`src/rtl/i2s_pkg.sv`:
```
package i2s_pkg;
   typedef enum logic {
      SRC_ADC    = 1'b0,
      SRC_SERIAL = 1'b1
   } rec_src_e;

   localparam int unsigned MIN_SAMPLE_W = 2;
endpackage

```
`src/rtl/i2s_clkgen.sv`:
```
module i2s_clkgen #(
   parameter int unsigned BCLK_DIV = 4,
   parameter int unsigned SLOT_W   = 32,
   localparam int unsigned PH_W    = $clog2(BCLK_DIV),
   localparam int unsigned BIT_W   = $clog2(2 * SLOT_W)
) (
   input  logic             clk,
   input  logic             rst_n,
   output logic             bclk_o,
   output logic             lrck_o,
   output logic             bit_start_o,
   output logic             bit_rise_o,
   output logic             frame_start_o,
   output logic [BIT_W-1:0] bit_idx_o
);
   localparam int unsigned CNT_W = PH_W + BIT_W;

   generate
      if (BCLK_DIV < 2 || (1 << PH_W) != BCLK_DIV) begin : g_bad_div
         $error("BCLK_DIV must be a power of two, at least 2");
      end
      if ((1 << BIT_W) != 2 * SLOT_W) begin : g_bad_slot
         $error("SLOT_W must be a power of two");
      end
   endgenerate

   logic [CNT_W-1:0] cnt_q;
   logic [CNT_W-1:0] cnt_nxt;
   logic [PH_W-1:0]  ph_nxt;
   logic             bclk_q;
   logic             lrck_q;

   assign cnt_nxt       = cnt_q + 1'b1;
   assign ph_nxt        = cnt_nxt[PH_W-1:0];
   assign bit_idx_o     = cnt_nxt[CNT_W-1:PH_W];
   assign bit_start_o   = (ph_nxt == '0);
   assign bit_rise_o    = (ph_nxt == PH_W'(BCLK_DIV / 2));
   assign frame_start_o = (cnt_nxt == '0);

   always_ff @(posedge clk or negedge rst_n) begin
      if (!rst_n) begin
         cnt_q  <= '0;
         bclk_q <= 1'b0;
         lrck_q <= 1'b0;
      end else begin
         cnt_q  <= cnt_nxt;
         bclk_q <= ph_nxt[PH_W-1];
         lrck_q <= bit_idx_o[BIT_W-1];
      end
   end

   assign bclk_o = bclk_q;
   assign lrck_o = lrck_q;

   // word clock moves only together with a falling bit clock
   p_lrck_on_fall_r3: assert property (@(posedge clk) disable iff (!rst_n)
      !$stable(lrck_q) |-> $fell(bclk_q));
endmodule

```
`src/rtl/i2s_tx.sv`:
```
module i2s_tx #(
   parameter int unsigned SAMPLE_W = 16,
   parameter int unsigned SLOT_W   = 32,
   localparam int unsigned BIT_W   = $clog2(2 * SLOT_W)
) (
   input  logic                clk,
   input  logic                rst_n,
   input  logic                frame_start,
   input  logic                bit_start,
   input  logic [BIT_W-1:0]    bit_idx,
   input  logic                play_valid,
   output logic                play_ready,
   input  logic [SAMPLE_W-1:0] play_left,
   input  logic [SAMPLE_W-1:0] play_right,
   output logic                dac_valid,
   output logic [SAMPLE_W-1:0] dac_left,
   output logic [SAMPLE_W-1:0] dac_right,
   output logic                sdout
);
   localparam int unsigned POS_W = BIT_W - 1;

   generate
      if (SAMPLE_W >= SLOT_W || SAMPLE_W < i2s_pkg::MIN_SAMPLE_W) begin : g_bad_w
         $error("SAMPLE_W must fit in a slot after the one-bit delay");
      end
   endgenerate

   logic                pend_q;
   logic [SAMPLE_W-1:0] pend_l_q, pend_r_q;
   logic [SAMPLE_W-1:0] fr_l_q, fr_r_q;
   logic                dac_valid_q;
   logic                sdout_q;
   logic [POS_W-1:0]    pos;
   logic [SAMPLE_W-1:0] word, shifted;
   logic                in_field;
   logic                bit_val;

   assign play_ready = !pend_q;
   assign pos        = bit_idx[POS_W-1:0];
   assign word       = bit_idx[BIT_W-1] ? fr_r_q : fr_l_q;
   assign in_field   = (pos >= POS_W'(1)) && (pos <= POS_W'(SAMPLE_W));
   assign shifted    = word << (pos - 1'b1);
   assign bit_val    = in_field & shifted[SAMPLE_W-1];

   always_ff @(posedge clk or negedge rst_n) begin
      if (!rst_n) begin
         pend_q      <= 1'b0;
         pend_l_q    <= '0;
         pend_r_q    <= '0;
         fr_l_q      <= '0;
         fr_r_q      <= '0;
         dac_valid_q <= 1'b0;
         sdout_q     <= 1'b0;
      end else begin
         dac_valid_q <= frame_start;
         if (frame_start) begin
            fr_l_q <= pend_q ? pend_l_q : '0;
            fr_r_q <= pend_q ? pend_r_q : '0;
            pend_q <= 1'b0;
         end
         if (play_valid && play_ready) begin
            pend_q   <= 1'b1;
            pend_l_q <= play_left;
            pend_r_q <= play_right;
         end
         if (bit_start) sdout_q <= bit_val;
      end
   end

   assign dac_valid = dac_valid_q;
   assign dac_left  = fr_l_q;
   assign dac_right = fr_r_q;
   assign sdout     = sdout_q;

   // a taken pair fills the holding register
   p_accept_fills_r5: assert property (@(posedge clk) disable iff (!rst_n)
      (play_valid && play_ready) |=> !play_ready);
   // the DAC strobe is a single-cycle pulse
   p_dac_pulse_r6: assert property (@(posedge clk) disable iff (!rst_n)
      dac_valid |=> !dac_valid);
endmodule

```
`src/rtl/i2s_rx.sv`:
```
module i2s_rx #(
   parameter int unsigned SAMPLE_W = 16,
   parameter int unsigned SLOT_W   = 32,
   localparam int unsigned BIT_W   = $clog2(2 * SLOT_W)
) (
   input  logic                clk,
   input  logic                rst_n,
   input  logic                bit_start,
   input  logic                bit_rise,
   input  logic [BIT_W-1:0]    bit_idx,
   input  logic                sdin,
   input  logic                src_sel,
   input  logic                adc_valid,
   input  logic [SAMPLE_W-1:0] adc_data,
   output logic                rec_valid,
   output logic [SAMPLE_W-1:0] rec_data
);
   localparam int unsigned POS_W = BIT_W - 1;

   logic [SAMPLE_W-1:0] sh_q;
   logic [SAMPLE_W-1:0] data_q;
   logic                valid_q;
   logic [POS_W-1:0]    pos;
   logic                capture;
   logic                word_done;
   logic                use_serial;

   assign pos        = bit_idx[POS_W-1:0];
   assign capture    = bit_rise && !bit_idx[BIT_W-1] &&
                       (pos >= POS_W'(1)) && (pos <= POS_W'(SAMPLE_W));
   assign word_done  = bit_start && (bit_idx == BIT_W'(SAMPLE_W + 1));
   assign use_serial = (i2s_pkg::rec_src_e'(src_sel) == i2s_pkg::SRC_SERIAL);

   always_ff @(posedge clk or negedge rst_n) begin
      if (!rst_n) begin
         sh_q    <= '0;
         data_q  <= '0;
         valid_q <= 1'b0;
      end else begin
         valid_q <= 1'b0;
         if (capture) sh_q <= {sh_q[SAMPLE_W-2:0], sdin};
         if (use_serial && word_done) begin
            valid_q <= 1'b1;
            data_q  <= sh_q;
         end else if (!use_serial && adc_valid) begin
            valid_q <= 1'b1;
            data_q  <= adc_data;
         end
      end
   end

   assign rec_valid = valid_q;
   assign rec_data  = data_q;

   // serial capture yields no two words in a row
   p_one_word_r8: assert property (@(posedge clk) disable iff (!rst_n)
      (rec_valid && src_sel) |=> !(rec_valid && src_sel));
endmodule

```
`src/rtl/i2s_master_port.sv`:
```
module i2s_master_port #(
   parameter int unsigned SAMPLE_W = 16,
   parameter int unsigned SLOT_W   = 32,
   parameter int unsigned BCLK_DIV = 4
) (
   input  logic                mclk,
   input  logic                rst_n,
   input  logic                play_valid,
   output logic                play_ready,
   input  logic [SAMPLE_W-1:0] play_left,
   input  logic [SAMPLE_W-1:0] play_right,
   output logic                dac_valid,
   output logic [SAMPLE_W-1:0] dac_left,
   output logic [SAMPLE_W-1:0] dac_right,
   input  logic                adc_valid,
   input  logic [SAMPLE_W-1:0] adc_data,
   input  logic                rec_src_sel,
   output logic                rec_valid,
   output logic [SAMPLE_W-1:0] rec_data,
   output logic                mclk_o,
   output logic                bclk_o,
   output logic                lrck_o,
   output logic                sdout_o,
   input  logic                sdin_i
);
   localparam int unsigned BIT_W = $clog2(2 * SLOT_W);

   logic             bit_start, bit_rise, frame_start;
   logic [BIT_W-1:0] bit_idx;

   // slaves run from the same master clock
   assign mclk_o = mclk;

   i2s_clkgen #(.BCLK_DIV(BCLK_DIV), .SLOT_W(SLOT_W)) u_clkgen (
      .clk(mclk), .rst_n(rst_n), .bclk_o(bclk_o), .lrck_o(lrck_o),
      .bit_start_o(bit_start), .bit_rise_o(bit_rise),
      .frame_start_o(frame_start), .bit_idx_o(bit_idx)
   );

   i2s_tx #(.SAMPLE_W(SAMPLE_W), .SLOT_W(SLOT_W)) u_tx (
      .clk(mclk), .rst_n(rst_n), .frame_start(frame_start),
      .bit_start(bit_start), .bit_idx(bit_idx),
      .play_valid(play_valid), .play_ready(play_ready),
      .play_left(play_left), .play_right(play_right),
      .dac_valid(dac_valid), .dac_left(dac_left), .dac_right(dac_right),
      .sdout(sdout_o)
   );

   i2s_rx #(.SAMPLE_W(SAMPLE_W), .SLOT_W(SLOT_W)) u_rx (
      .clk(mclk), .rst_n(rst_n), .bit_start(bit_start), .bit_rise(bit_rise),
      .bit_idx(bit_idx), .sdin(sdin_i), .src_sel(rec_src_sel),
      .adc_valid(adc_valid), .adc_data(adc_data),
      .rec_valid(rec_valid), .rec_data(rec_data)
   );

   // serial data move only on a falling bit clock
   p_sdout_on_fall_r4: assert property (@(posedge mclk) disable iff (!rst_n)
      !$stable(sdout_o) |-> $fell(bclk_o));
endmodule

```
`config.mk`:
```
export PLATFORM = sky130hd
export DESIGN_NAME = i2s_master_port
export DESIGN_NICKNAME = d
export VERILOG_FILES = /design/src/rtl/i2s_pkg.sv /design/src/rtl/i2s_clkgen.sv /design/src/rtl/i2s_tx.sv /design/src/rtl/i2s_rx.sv /design/src/rtl/i2s_master_port.sv
export SDC_FILE = /design/constraint.sdc
export NUM_CORES = 1
export LEC_CHECK = 0
export CORE_ASPECT_RATIO = 1.25
export CORE_UTILIZATION = 40
export DETAILED_ROUTE_END_ITERATION = 8
export PLACE_DENSITY = 0.66
export SLEW_MARGIN = 25
export SYNTH_ARGS = -nofsm -noshare
export SYNTH_HDL_FRONTEND = slang
export SYNTH_HIERARCHICAL = 1
export SYNTH_SLANG_ARGS = --single-unit
export TNS_END_PERCENT = 10
```
`constraint.sdc`:
```
create_clock -name mclk -period 4.42 [get_ports mclk]
set_input_delay 0.663 -clock mclk [delete_from_list [all_inputs] [get_ports mclk]]
set_output_delay 0.663 -clock mclk [all_outputs]
set_load 0.01 [all_outputs]
```
---- Yosys cells after proc, flatten, opt, wreduce, memory -nomap -nowiden ----
Index checks and enable logic that the tools add are counted.
operators by class
  add/sub/neg operators ................... 2
  magnitude comparators ................... 2
  equality and inequality tests ........... 2
  shift-type cells ........................ 1
  muxes and demuxes ....................... 9
  bitwise gates (word level) .............. 1
  reductions and logical operators ........ 15
operators with widths
  kind                                                                   count
  16-bit two-way mux                                                     5
  16-bit by 5-bit << shifter with 16-bit output                          1
  8-bit by 1-bit adder with 8-bit output, second input constant          1
  1-bit logical AND                                                      8
  8-bit logical NOT                                                      1
  6-bit by 5-bit == test with 1-bit output, second input constant        1
  5-bit by 1-bit >= comparator with 1-bit output, second input constant  1
  5-bit less-or-equal comparator, second input constant                  1
  5-bit by 1-bit subtractor with 5-bit output, second input constant     1
  1-bit two-way mux                                                      4
  2-bit nonzero test                                                     2
  1-bit logical NOT                                                      3
  2-bit == test, second input constant                                   1
  2-bit logical NOT                                                      1
  1-bit AND                                                              1
storage, ports and cells
  bits in registers ....................... 110
  input bits .............................. 54
  output and inout port bits .............. 55
  logic and storage cells ................. 45

---- Longest topological paths before layout ----
  depth in word-level cells ............... 5
  mapped depth ............................ 11
  depth with buffers taken out ............ 9

---- Modules after synthesis ----
Netlist, hierarchy kept.
modules (own cells, without submodules)
  module           times used  cells each  area each (um^2)  seq. area each (um^2)
  i2s_tx           1           261         3011.6            1676.6
  i2s_rx           1           96          1408.9            825.8
  i2s_clkgen       1           37          417.9             200.2
  i2s_master_port  1           1           7.5               0.0

==> out/summary.md <==
### Synthesis
- **Synth Area in Compound Gates** 8.70%
- **post-synthesis sequential area ratio** 55.8%
- **top cell type by total area after synthesis** dfrtp_1
- **Synth Warn #** 6
- **number of synthesized flops with an enable pin** 0
- **main combinational cell family by area after synthesis** multiplexers
- **adder-cell share of the synthesized area** 1.55%
- **Seq cells post-synth** 108
- **netlist area before placement** 0.00485 sq mm
- **mux cell area share after synthesis** 15.8%
- **number of distinct standard cells referenced by the synthesized netlist** 47
- **synthesized-area fraction occupied by xor and xnor cells** 1.45%
- **share of flip-flops with an asynchronous set or reset** 100%
- **Area contributors post-synth** dfrtp_1 56%, mux2_2 11%, o21ai_0 3.5%
- **Synthesized Nets** 455
- **top cell type's share of synthesized area** 55.8%
- **simple-gate portion of the synthesized area** 9.60%
- **synthesized area per cell** 12.3 sq um
- **most common flop cell mapped by yosys** dfrtp_1
- **synthesized netlist cell count** 395

### Setup path
- **delay of the slowest cell on the worst path** 460 ps
- **slowest cell on the critical path** clkdlybuf4s50_1
- **startpoint of the worst setup timing path** mclk
- **data required time of the critical path** 3760 ps
- **WS Path Type** clock port to primary output
- **number of cells on the critical path** 3
- **family of cells with the greatest summed delay on the critical path** buffers and inverters
- **worst reg-to-reg path cell count** 6
- **Crit Reg-Reg Endpoint** u_rx/sh_q[11]
- **element type at the critical path end** primary output
- **Data arrival, critical path** 2910 ps
- **launching point of the worst reg2reg path** u_clkgen/cnt_q[0]
- **combined buffer and inverter count along the critical path** 3
- **slack of the worst reg-to-reg path** 1640 ps
- **ordered cell list for the critical path** clkbuf_16 > clkbuf_16 > clkdlybuf4s50_1
- **kind of start point of the critical path** clock port
- **critical path fanouts, max** 2
- **critical path's most frequent cell** clkbuf_16

### Worst hold path
- **Hold Crit Class** input pin to asynchronous set/reset pin

### Power
- **maximum VDD drop** 207 uV
- **leakage dissipation** 2.65 nW
- **cell area power density** 335 mW/mm^2

### Detailed routing
- **number of iterations in the first detailed-routing pass** 4
- **average wire per cell in the routed design** 16.2 um
- **post-detailed-route via-to-cell ratio** 5.08
- **total number of vias** 3356
- **number of routed nets with antenna violations** 0
- **Routed Wire Length** 10.7 mm
- **number of design rule violations left after detail routing** 0
- **drt first-iter violations** 117

### Floorplanning
- **effective utilization at floorplan** 41.3%
- **Boundary Pins** 109
- **standard-cell rows** 44
- **die width** 100 um
- **y dimension of the die** 125 um
- **Core Box Area** 0.0117 sq mm
- **die footprint** 0.0126 sq mm

### STA
- **final setup violating endpoints** 0
- **PnR worst setup slack** 842 ps
- **hold_ws** 138 ps
- **worst-case headroom to the max-slew limit** 34.8%
- **Post-Route Skew** 6.24 ps
- **worst-margin pin slew** 975 ps
- **final total negative setup slack** 0 ps
- **number of hold violations in the final report** 0
- **Pins Over Slew Limit** 0
- **RSZ-0062 raised after global routing** no

### Run
- **number of maximum-capacitance constraint violations** 0

### Clocking
- **worst-skew pair later-pin latency** 460 ps
- **TritonCTS clock tree** done
- **postcts setup bufs** 0
- **number of instances resized during post-cts repair** 0
- **clock edge transition at the registers on the reported setup and hold paths** 70 ps
- **Hold-fix buffers, CTS** 0

### GRT
- **global-route usage over all layers** 18.5%
- **residual overflow from global routing** 0
- **number of global-route vias before repair** 3453
- **wire length of the first global-routing pass** 17.6 mm
- **largest net degree at the start of global routing** 67
- **antenna violations before repair** 0

### Final layout
- **Final nets** 554
- **Layout Cells excl Fill** 660
- **area growth from synthesis to layout** 31.4%
- **antenna fix cells** 0
- **number of inserted filler cells in the final layout** 1013
- **proportion of layout cells with a drive suffix above 1** 18.8%

### Placed design
- **cell total after placement** 641
- **placer's final routability congestion estimate** 0.784
- **HPWL Detailed** 7.52 mm
- **worst setup slack after placement** 1100 ps
- **number of input and output port buffers inserted** 108

### Outcome
- **run status** finished, final reports clean

metrics by stage:
step                      util [%]  total power, W  instance area, sq um
final                         54.3         0.00213                  6370
after global placement        51.2         0.00125                  6000
after floorplan                  -         0.00114                  4850
after global routing          54.3         0.00222                  6370
after detailed placement      51.2         0.00126                  6000
after CTS                     54.2         0.00216                  6360
power by group:
group          switching, W  internal, W  leakage (nW)
Sequential        0.0000238      0.00103          1.40
Combinational     0.0000563     0.000106          1.07
Clock              0.000399     0.000521         0.175
Total              0.000479      0.00165          2.65
cells by family after synthesis:
logic type               count (synthesis)
flip-flops                             108
AND/OR/NAND/NOR                         81
buffers and inverters                   70
multiplexers                            63
AO/OA/AOI/OAI                           59
XOR/XNOR                                 8
adder cells (fa/ha/maj)                  6
how the worst max path moves through the flow:
stage | slack (ps) | to
6_report | 840 | mclk_o
5_1_grt | 830 | mclk_o
4_1_cts | 840 | mclk_o
3_5_place_dp | 1100 | mclk_o
3_3_place_gp | 1100 | mclk_o
2_1_floorplan | 1430 | mclk_o
worst reg2reg max path, delay by kind of cell, from the launching register on:
kind | cells | cell delay [ps]
xor+xnor | 1 | 290
fa+ha+maj | 1 | 270
flops | 1 | 420
mux | 2 | 1060
simple gates | 2 | 620
layer usage:
layer  track usage, %  share of wire [%]
met1             24.0                 45
met3             5.03                6.1
met2             28.5                 46
met4             8.87                3.1
met5                0                  0
Yosys cell counts (2+ instances only):
library cell	instances
dfrtp_1	108
mux2_2	47
inv_1	40
o21ai_0	34
nand3_1	33
and2_1	16
clkbuf_1	12
a221o_1	9
mux2i_1	9
buf_4	8
a221o_2	7
nand2_1	7
ha_1	6
nor2_1	5
nor3_1	5
xnor2_1	4
xor2_1	4
buf_2	3
buf_6	3
mux4_2	3
buf_1	2
mux4_1	2
nand3_2	2
o2111ai_1	2
o21a_1	2
final cells by class:
| cell class | count | area, sq um | area share, % |
|---|---|---|---|
| clock inverter | 7 | 57.6 | 0.904 |
| clock buffer | 13 | 310 | 4.87 |
| tap | 161 | 201 | 3.16 |
| sequential | 108 | 2700 | 42.4 |
| multi-input combinational | 217 | 1820 | 28.7 |
| timing repair buffer | 114 | 1120 | 17.6 |
| inverter | 40 | 150 | 2.36 |
state kept, by name (all words and copies together), names as in the netlist:
signal,cells
u_tx/dac_right,16
u_tx/pend_l_q,16
u_tx/dac_left,16
u_rx/rec_valid,1
u_rx/sh_q,16
u_tx/pend_r_q,16
u_rx/rec_data,16
u_tx/pend_q,1
u_tx/sdout,1
u_clkgen/cnt_q,8
u_tx/dac_valid,1
cells in the final DEF, fill, tap and decap left out, types with 3 or more instances in the layout:
master and n:
ha_1 6, a221o_2 7, clkdlybuf4s50_1 107, xor2_1 3
mux2_2 47, nand3_1 33, nor2_1 5, and2_1 16
inv_1 40, mux4_2 3, xnor2_1 4, nand2_1 7
nor3_1 5, a221o_1 9, o21ai_0 34, dfrtp_1 108
mux2i_1 9, clkbuf_16 12, buf_4 8
(Power assumes the default switching activity.)
